File: src/rtl/bp_slave_bridge.sv
module bp_slave_bridge #(
  parameter int AW = 24,
  parameter int DEC_W = 4,
  parameter logic [DEC_W-1:0] CARD_ID = 'hA,
  parameter int HAW = 32,
  parameter int DW = 32,
  parameter int BEATS = 4,
  localparam int WW = DW * BEATS
) (
  input  logic           clk,
  input  logic           rst_n,
  input  logic           bp_sel,
  input  logic           bp_wr,
  input  logic [AW-1:0]  bp_addr,
  input  logic [WW-1:0]  bp_wdata,
  output logic           bp_hold,
  output logic           bp_ack,
  output logic [WW-1:0]  bp_rdata,
  input  logic [HAW-1:0] map_base,
  output logic           h_req,
  output logic           h_wr,
  output logic [HAW-1:0] h_addr,
  output logic [DW-1:0]  h_wdata,
  input  logic           h_done,
  input  logic [WW-1:0]  h_rdata,
  input  logic           pause_en,
  input  logic           dma_active,
  output logic           dma_halt,
  output logic           dma_resume
);
  localparam int OW = AW - DEC_W;
  localparam int BW = (BEATS > 1) ? $clog2(BEATS) : 1;
  localparam int ACC_SH = $clog2(WW / 8);
  localparam int BEAT_SH = $clog2(DW / 8);

  typedef enum logic [2:0] {S_IDLE, S_SETUP, S_WR, S_RD, S_ACK} st_t;

  st_t            st;
  logic           wr_q, was_q, halt_q, resume_q;
  logic [OW-1:0]  off_q;
  logic [WW-1:0]  wd_q, rd_q;
  logic [HAW-1:0] base_q;
  logic [BW-1:0]  beat;

  wire hit = bp_sel && (bp_addr[AW-1 -: DEC_W] == CARD_ID);

  always_ff @(posedge clk) begin
    if (!rst_n) begin
      st       <= S_IDLE;
      wr_q     <= 1'b0;
      was_q    <= 1'b0;
      halt_q   <= 1'b0;
      resume_q <= 1'b0;
      off_q    <= '0;
      wd_q     <= '0;
      rd_q     <= '0;
      base_q   <= '0;
      beat     <= '0;
    end else begin
      resume_q <= 1'b0;
      case (st)
        S_IDLE: if (hit) begin
          wr_q   <= bp_wr;
          off_q  <= bp_addr[OW-1:0];
          wd_q   <= bp_wdata;
          was_q  <= pause_en && dma_active;
          halt_q <= pause_en;
          st     <= S_SETUP;
        end
        S_SETUP: begin
          base_q <= map_base + (HAW'(off_q) << ACC_SH);
          beat   <= '0;
          st     <= wr_q ? S_WR : S_RD;
        end
        S_WR: if (h_done) begin
          if (beat == BW'(BEATS - 1)) st <= S_ACK;
          else beat <= beat + 1'b1;
        end
        S_RD: if (h_done) begin
          rd_q <= h_rdata;
          st   <= S_ACK;
        end
        S_ACK: begin
          st       <= S_IDLE;
          halt_q   <= 1'b0;
          resume_q <= was_q;
          was_q    <= 1'b0;
        end
        default: st <= S_IDLE;
      endcase
    end
  end

  assign bp_hold    = (st != S_IDLE);
  assign bp_ack     = (st == S_ACK);
  assign bp_rdata   = (st == S_ACK && !wr_q) ? rd_q : '0;
  assign h_req      = (st == S_WR) || (st == S_RD);
  assign h_wr       = (st == S_WR);
  assign h_addr     = (st == S_WR) ? base_q + (HAW'(beat) << BEAT_SH) : base_q;
  assign h_wdata    = wd_q[beat*DW +: DW];
  assign dma_halt   = halt_q;
  assign dma_resume = resume_q;
endmodule

File: config.mk
export PLATFORM = sky130hd
export DESIGN_NAME = bp_slave_bridge
export DESIGN_NICKNAME = d
export VERILOG_FILES = /design/src/rtl/bp_slave_bridge.sv
export SDC_FILE = /design/constraint.sdc
export NUM_CORES = 1
export LEC_CHECK = 0
export BUFFER_PORTS_ARGS = -buffer_cell sky130_fd_sc_hd__buf_4
export CORE_MARGIN = 10
export CORE_UTILIZATION = 45
export CTS_CLUSTER_DIAMETER = 200
export CTS_CLUSTER_SIZE = 16
export DETAILED_ROUTE_END_ITERATION = 8
export PLACE_DENSITY = 0.76
export RECOVER_POWER = 50
export SYNTH_ARGS = -nofsm -noshare
export SYNTH_HDL_FRONTEND = slang
export SYNTH_SLANG_ARGS = --single-unit
File: constraint.sdc
create_clock -name clk -period 2.5 [get_ports clk]
set_clock_uncertainty 0.1 [all_clocks]
set_input_delay 0.375 -clock clk [delete_from_list [all_inputs] [get_ports clk]]
set_output_delay 0.375 -clock clk [all_outputs]
set_load 0.005 [all_outputs]
# After elaboration in Yosys (flattened, before gate mapping)
# Index checks and enable logic that the tools add are counted.
# totals
ff_bits,317
latchBits,0
ramBits,0
mem_bits_ro,0
output_inout_bits,198
elab_cells,55
mem_count,0
# classes
addsub,3
n_mul,0
div,0
order_cmp,0
n_eq_ne,11
shifts,1
muxes,15
n_bitwise,0
reduce_logical,15
# op_table
op,count
$mux W128,1
$shiftx A128 B8 Y32,1
$add A32 B24 Y32,1
$add A32 B4 Y32,1
$mux W32,1
$mux W3,4
$pmux W3 S4,1
$reduce_and A2 Y1,4
$eq A3 B2 Y1 const B,2
$ne A2 B2 Y1 const B,3
$eq A4 B4 Y1 const B,1
$mux W2,2
$ne A2 B1 Y1 const B,2
$pmux W1 S2,2
$pmux W2 S2,1
$reduce_and A4 Y1,1
$reduce_bool A2 Y1,2
$eq A3 B1 Y1 const B,1
$eq A3 B3 Y1 const B,1
$logic_and A1 B1 Y1,3
$logic_not A3 Y1,1
$mux W1,3
$reduce_and A3 Y1,1
$reduce_bool A3 Y1,1
other kinds (4),4

# Longest topological paths before layout
# Gate-level depths: netlist of run 1.
# depth
word_depth,4
depth_mapped,11
depth_no_buf,9

# Worst setup path before layout of run 1
# OpenSTA, ideal clock, no wires.
# synth_path
kind,flip-flop to output port
start,register beat[1]
end,output h_addr[18]
arrival_ns,2.059
required_ns,2.025
slack_ns,-0.034
stages_incl_launch_ff,12
path_buffers,3
cell_sequence,dfxtp_1 > clkbuf_1 > inv_1 > fa_1 > nor2_4 > and3_1 > buf_4 > and3_1 > buf_6 > nand2_4 > nor2_2 > xor2_1
# synth_between
elab_chain_len,2
# synth_rtl
element,line,text
start: declaration,43,logic [BW-1:0] beat;
start signal: assignment,77,else beat <= beat + 1'b1;
$add A32 B4 Y32,99,assign h_addr = (st == S_WR) ? base_q + (HAW'(beat) << BEAT_SH) : base_q;
$mux W32,99,
end: declaration,22,"output logic [HAW-1:0] h_addr,"
# No other way between the ends.

# Worst setup path in the final report of run 1
# layout_path
start,register beat[0]
end,output h_addr[8]
# Same word-level chain as after synthesis.

==> impl_metrics.toml, run 1 <==
[outcome]
status = "finished, violations left"
violations = "negative setup slack"

[critical_path]
arrival_ps = 2430
setup.worst_path.class = "flip-flop to output port"
start_kind = "flip-flop"
r2r-start = "st[0]"
cp-startpoint = "beat[0]"
setup.worst_path.end_class = "output port"
worstPathRequired_ps = 2030
cp_max_fo = 4

[final_layout]
layout_common_cells = "nand2_1, buf_4, a21oi_1"
area_delta_synth_final_pct = 59.7
stdcell_count = 2996
final_nets = 2922
layout-drive-gt1-share = 0.313
finalInstanceArea_mm2 = 0.0230
nFillCells = 2039
final_common_cell = "nand2_1"

[floorplanning]
dieHeight_um = 199
die_area_mm2 = 0.0395
die_w_um = 199
io_pins = 517
start_util = 0.456
fp-row-count = 65
core_area_mm2 = 0.0316

[drt]
routed_wl_mm = 68.3
drtIter0Drc = 1611
vias = 17152
drtAntennaViolNets = 0
wl_per_cell_um = 22.8
dr.pass1.iters = 5
via_per_inst = 5.72
drc_errors = 0

[grt]
grt_max_degree = 202
antenna_found_initial = 9
grt_pass1_wl_mm = 98.1
overflow = 0
grtUsageTotal = 0.314
grt_pass1_vias = 17079

[timing]
setup_viol = 125
hold_slack_ps = 3.81
slew_violations = 0
max-slew-margin-rel = 0.147
fmax_mhz = 344
rsz0062_at_grt = "yes"
period_minus_slack_ps = 2910
worst_slack_ps = -407
worst_pin_slew_ps = 1280
min_period_over_period = 1.16
hold_viol = 0

[yosys]
synth-seq-area-share = 0.441
synth_seq_cells = 317
yosysTopAreaCell = "dfxtp_1"
ys_async_sr_fraction = 0
synth_nets = 2184
avgSynthCellArea_um2 = 7.82
synth_ff_type = "dfxtp_1"
yosys.area.top_type_share = 0.441
syn_area_mm2 = 0.0144
synth_edf_count = 0
synth_cell_types = 57
synthCells = 1840
netlist_top_cells_area = "dfxtp_1, nand2_1, a21oi_1"
yosys_warnings = 0

[placement]
gp_congestion = 0.921
io_buffers = 516
hpwl_mm = 40.1
placed_cells = 2686
placed_area_mm2 = 0.0189

[cts]
numCtsBuffers = 23
clk_pin_slew_ps = 80
clockRootBuffer = "clkbuf_16"
clock-sinks = 317
clk_latency_ps = 530
cts_tree = "done"
cts.path.max_buffers = 3
cts.htree.levels = 1

[pwr]
powerDensity_mw_per_mm2 = 484
power.leakage_uw = 0.00943
ir_drop_mv = 0.419

[min_path]
min_from = "h_rdata[14]"
hp-class = "input pin to flip-flop"

[run]
cap_viol_max_count = 0
synthesized netlist by cell type (3+ instances only):
master and count:
dfxtp_1 317, mux4_2 32, or3_1 5, nand3_1 23, buf_4 4, nor2_1 36, a21o_1 4, clkbuf_1 93
ha_1 23, o21ai_0 18, and4_1 3, xnor2_1 22, and3_1 15, a31oi_1 3, o211ai_1 3, nand2b_1 7
xor2_1 21, o21ai_1 3, buf_2 36, a221o_1 5, nand4_1 11, mux2i_1 6, nand2_1 631, inv_1 9
nor3_1 6, and2_1 132, a21oi_1 327, buf_1 4
cells by family (layout without fill, tap and decap cells):
group | count (synthesis) | in the layout | synth area share
other | 0 | 17 | 0
xor gates and xnor gates | 43 | 43 | 0.0262
DFF | 317 | 317 | 0.441
and+or+nand+nor | 886 | 886 | 0.269
buffers and inverters | 148 | 885 | 0.0438
adders and majority gates | 25 | 25 | 0.0228
AOI/OAI and AO/OA | 383 | 383 | 0.143
muxes | 38 | 38 | 0.0543
worst max-delay path, stage by stage, from the launching register on:
cell and delay (ps):
dfxtp_2 350, ha_4 140, inv_2 30, fa_2 340, nor2_4 90, and3_4 190
and3_4 220, buf_6 120, buf_4 110, xor2_1 160, buf_4 140
cell type report:
class                      instances  area (µm²)  area share
timing repair buffer             852        7640       0.333
tap                              402         503      0.0219
multi-input combinational       1375        7800       0.340
inverter                           9        41.3     0.00180
clock buffer                      23         576      0.0251
antenna                           17        42.5     0.00185
sequential                       317        6360       0.277
clock inverter                     1        5.00    0.000218
through the flow:
stage	power, µW	TNS (ps)	setup WS (ps)	utilization
after floorplan	6280	0	1.24	-
after global placement	7250	-1150	-209	0.599
after detailed placement	7280	-1400	-230	0.599
after CTS	11100	-48660	-496	0.725
after global routing	11500	-54860	-536	0.727
final	11100	-19360	-407	0.728
report_power, final:
group / leakage [µW] / switching [µW] / internal (µW)
Sequential: 0.00256 / 168 / 5230
Combinational: 0.00658 / 1070 / 1190
Clock: 0.000287 / 1840 / 1630
Total: 0.00943 / 3070 / 8060
sequential cells by signal (all words and copies together) (netlist names):
name / cells
rd_q: 128
beat: 2
was_q: 1
base_q: 32
off_q: 20
wr_q: 1
dma_halt: 1
wd_q: 128
dma_resume: 1
st: 3
final timing paths:
kind	to	slack, ps	depth (start not counted)
worst max-delay path	h_addr[8]	-410	10
worst min-delay path	rd_q[14]	4	3
worst max register to register	base_q[20]	-190	7
worst min register to register	rd_q[23]	350	2
routing by layer:
layer  vias up  part of all wire  GRT usage
met2      1222              0.48      0.537
met5         -           0.00019          0
met1      8015              0.34      0.348
li1       7555                 -          -
met4         2             0.072      0.188
met3       358              0.10     0.0777
timing repair:
action | 4_1_cts | 5_1_grt
gates resized for setup | 164 | 58
cloned | 12 | 2
endpoints found under the hold margin | 227 | 0
setup endpoints to repair | 190 | 217
buffers inserted | 25 | 14
hold buffers | 227 | 0
pin swaps | 57 | 32
Note: power is estimated with default switching activity, not from simulation.
==> run 2, diff against run 1 <==
SKIP_CTS_REPAIR_TIMING = 1   (was default)
==> run 2 against run 1 <==
  * The run ends with negative hold slack, negative setup slack left
  * Maximum frequency fell by 2.2%
  * Via count down 14%
  * Die area unchanged
  * Wire length shrank 20%
  * Sequential power hardly changed
  * Count of clock-buffer cells in the layout stayed put
  * Clock power down 3%
  * Design area is 11% lower
==> impl_metrics.toml, run 2 (synthesized netlist as in run 1, its figures left out) <==
[final_layout]
fin_util = 0.652
area_delta_synth_final_pct = 42.9
layout_common_cells = "nand2_1, buf_4, a21oi_1"
final_nets = 2732
reg.largest.list = "rd_q x128, wd_q x128, base_q x32"
layout-drive-gt1-share = 0.303
final_common_cell = "nand2_1"

[critical_path]
cp_num_buf_inv = 3
slowest_delay_ps = 390
setup.worst_path.class = "flip-flop to output port"
setup.worst_path.end_class = "output port"
start_kind = "flip-flop"
cp_top_family = "simple AND/OR/NAND/NOR gates"
worstPathRequired_ps = 2030
cp_max_fo = 4
cpMostUsedCell = "and3_4"
crit_chain = "ha_4 -> inv_2 -> fa_2 -> nor2_4 -> and3_4 -> and3_4 -> buf_6 -> nand4_1 -> xnor2_1 -> buf_4"
slowest_stage = "fa_2"
arrival_ps = 2500

[cts]
numCtsBuffers = 23
cts.path.max_buffers = 3
clock-sinks = 317
cts_tree = "done"
clockRootBuffer = "clkbuf_16"
cts.htree.levels = 1
clk_pin_slew_ps = 70
clk_latency_ps = 520

[timing]
min_period_over_period = 1.19
rsz0062_at_grt = "yes"
setup_viol = 282
period_minus_slack_ps = 2970
hold_slack_ps = -2.89
tns_ps = -37250
hold_viol = 6
worst_slack_ps = -471
fmax_mhz = 337
worst_pin_slew_ps = 1100
max-slew-margin-rel = 0.269
slew_violations = 0

[drt]
drc_errors = 0
routed_wl_mm = 54.9
drtAntennaViolNets = 0
dr.pass1.iters = 5
vias = 14821
wl_per_cell_um = 19.7
drtIter0Drc = 1120
via_per_inst = 5.31

[floorplanning]
core_area_mm2 = 0.0316
fp-row-count = 65
io_pins = 517
die_area_mm2 = 0.0395
start_util = 0.456
die_w_um = 199
dieHeight_um = 199

[grt]
overflow = 0
antenna_found_initial = 2
grt_max_degree = 202
grtUsageTotal = 0.248
grt_pass1_vias = 13722
grt_pass1_wl_mm = 77.9

[placement]
io_buffers = 516
gp_congestion = 0.921
hpwl_mm = 40.1

[pwr]
powerDensity_mw_per_mm2 = 520
power.leakage_uw = 0.00844
ir_drop_mv = 0.422

[outcome]
violations = "negative hold slack, negative setup slack"
status = "finished, violations left"

[min_path]
hp-class = "input pin to flip-flop"

[run]
cap_viol_max_count = 0
==> run 2: per-layer routing <==
metal | vias to the layer above | GRT usage | share of wire
met5 | - | 0 | 0.00024
met4 | 2 | 0.0927 | 0.034
li1 | 7147 | - | -
met1 | 6986 | 0.297 | 0.39
met2 | 581 | 0.416 | 0.49
met3 | 105 | 0.0657 | 0.086
==> run 2: final timing paths <==
check | from | end | slack, ps | cells past startpoint
max | beat[0] | h_addr[16] | -470 | 10
min | h_rdata[72] | rd_q[72] | -3 | 3
max reg2reg | st[1] | rd_q[70] | -280 | 7
min reg2reg | rd_q[89] | rd_q[89] | 350 | 2
==> run 2: stage by stage <==
stage,instance area (µm²),power [µW],cells,worst slack [ps],hold slack (ps)
detailed placement,18900,7280,2686,-230,342
floorplan,14400,6280,1840,1.24,332
finish,20600,10700,2792,-471,-2.89
global placement,18900,7250,2686,-209,336
CTS,19500,10600,2710,-662,-39.5
global route,20600,11100,2790,-584,-5.03
==> run 2: area by class of cell <==
| cell class | count | area (µm²) |
|---|---|---|
| well taps | 402 | 503 |
| flip-flops and latches | 317 | 6360 |
| repair buffers | 662 | 5370 |
| diodes | 3 | 7.51 |
| clock buffers | 23 | 576 |
| inverters | 9 | 41.3 |
| multi-input cells | 1375 | 7690 |
| clock inverters | 1 | 5.00 |
| fillers | 2583 | 11000 |
==> run 2: report_power, final <==
group,switching (µW),internal [µW],total (µW)
clock,1750,1630,3380
combinational,937,978,1920
sequential,157,5230,5390
==> run 2: tightest hold or removal path: cells and delay by family <==
kind | cells | cell delay (ps)
and+or+nand+nor | 1 | 40
buffers and inverters | 1 | 110
AOI/OAI and AO/OA | 1 | 50
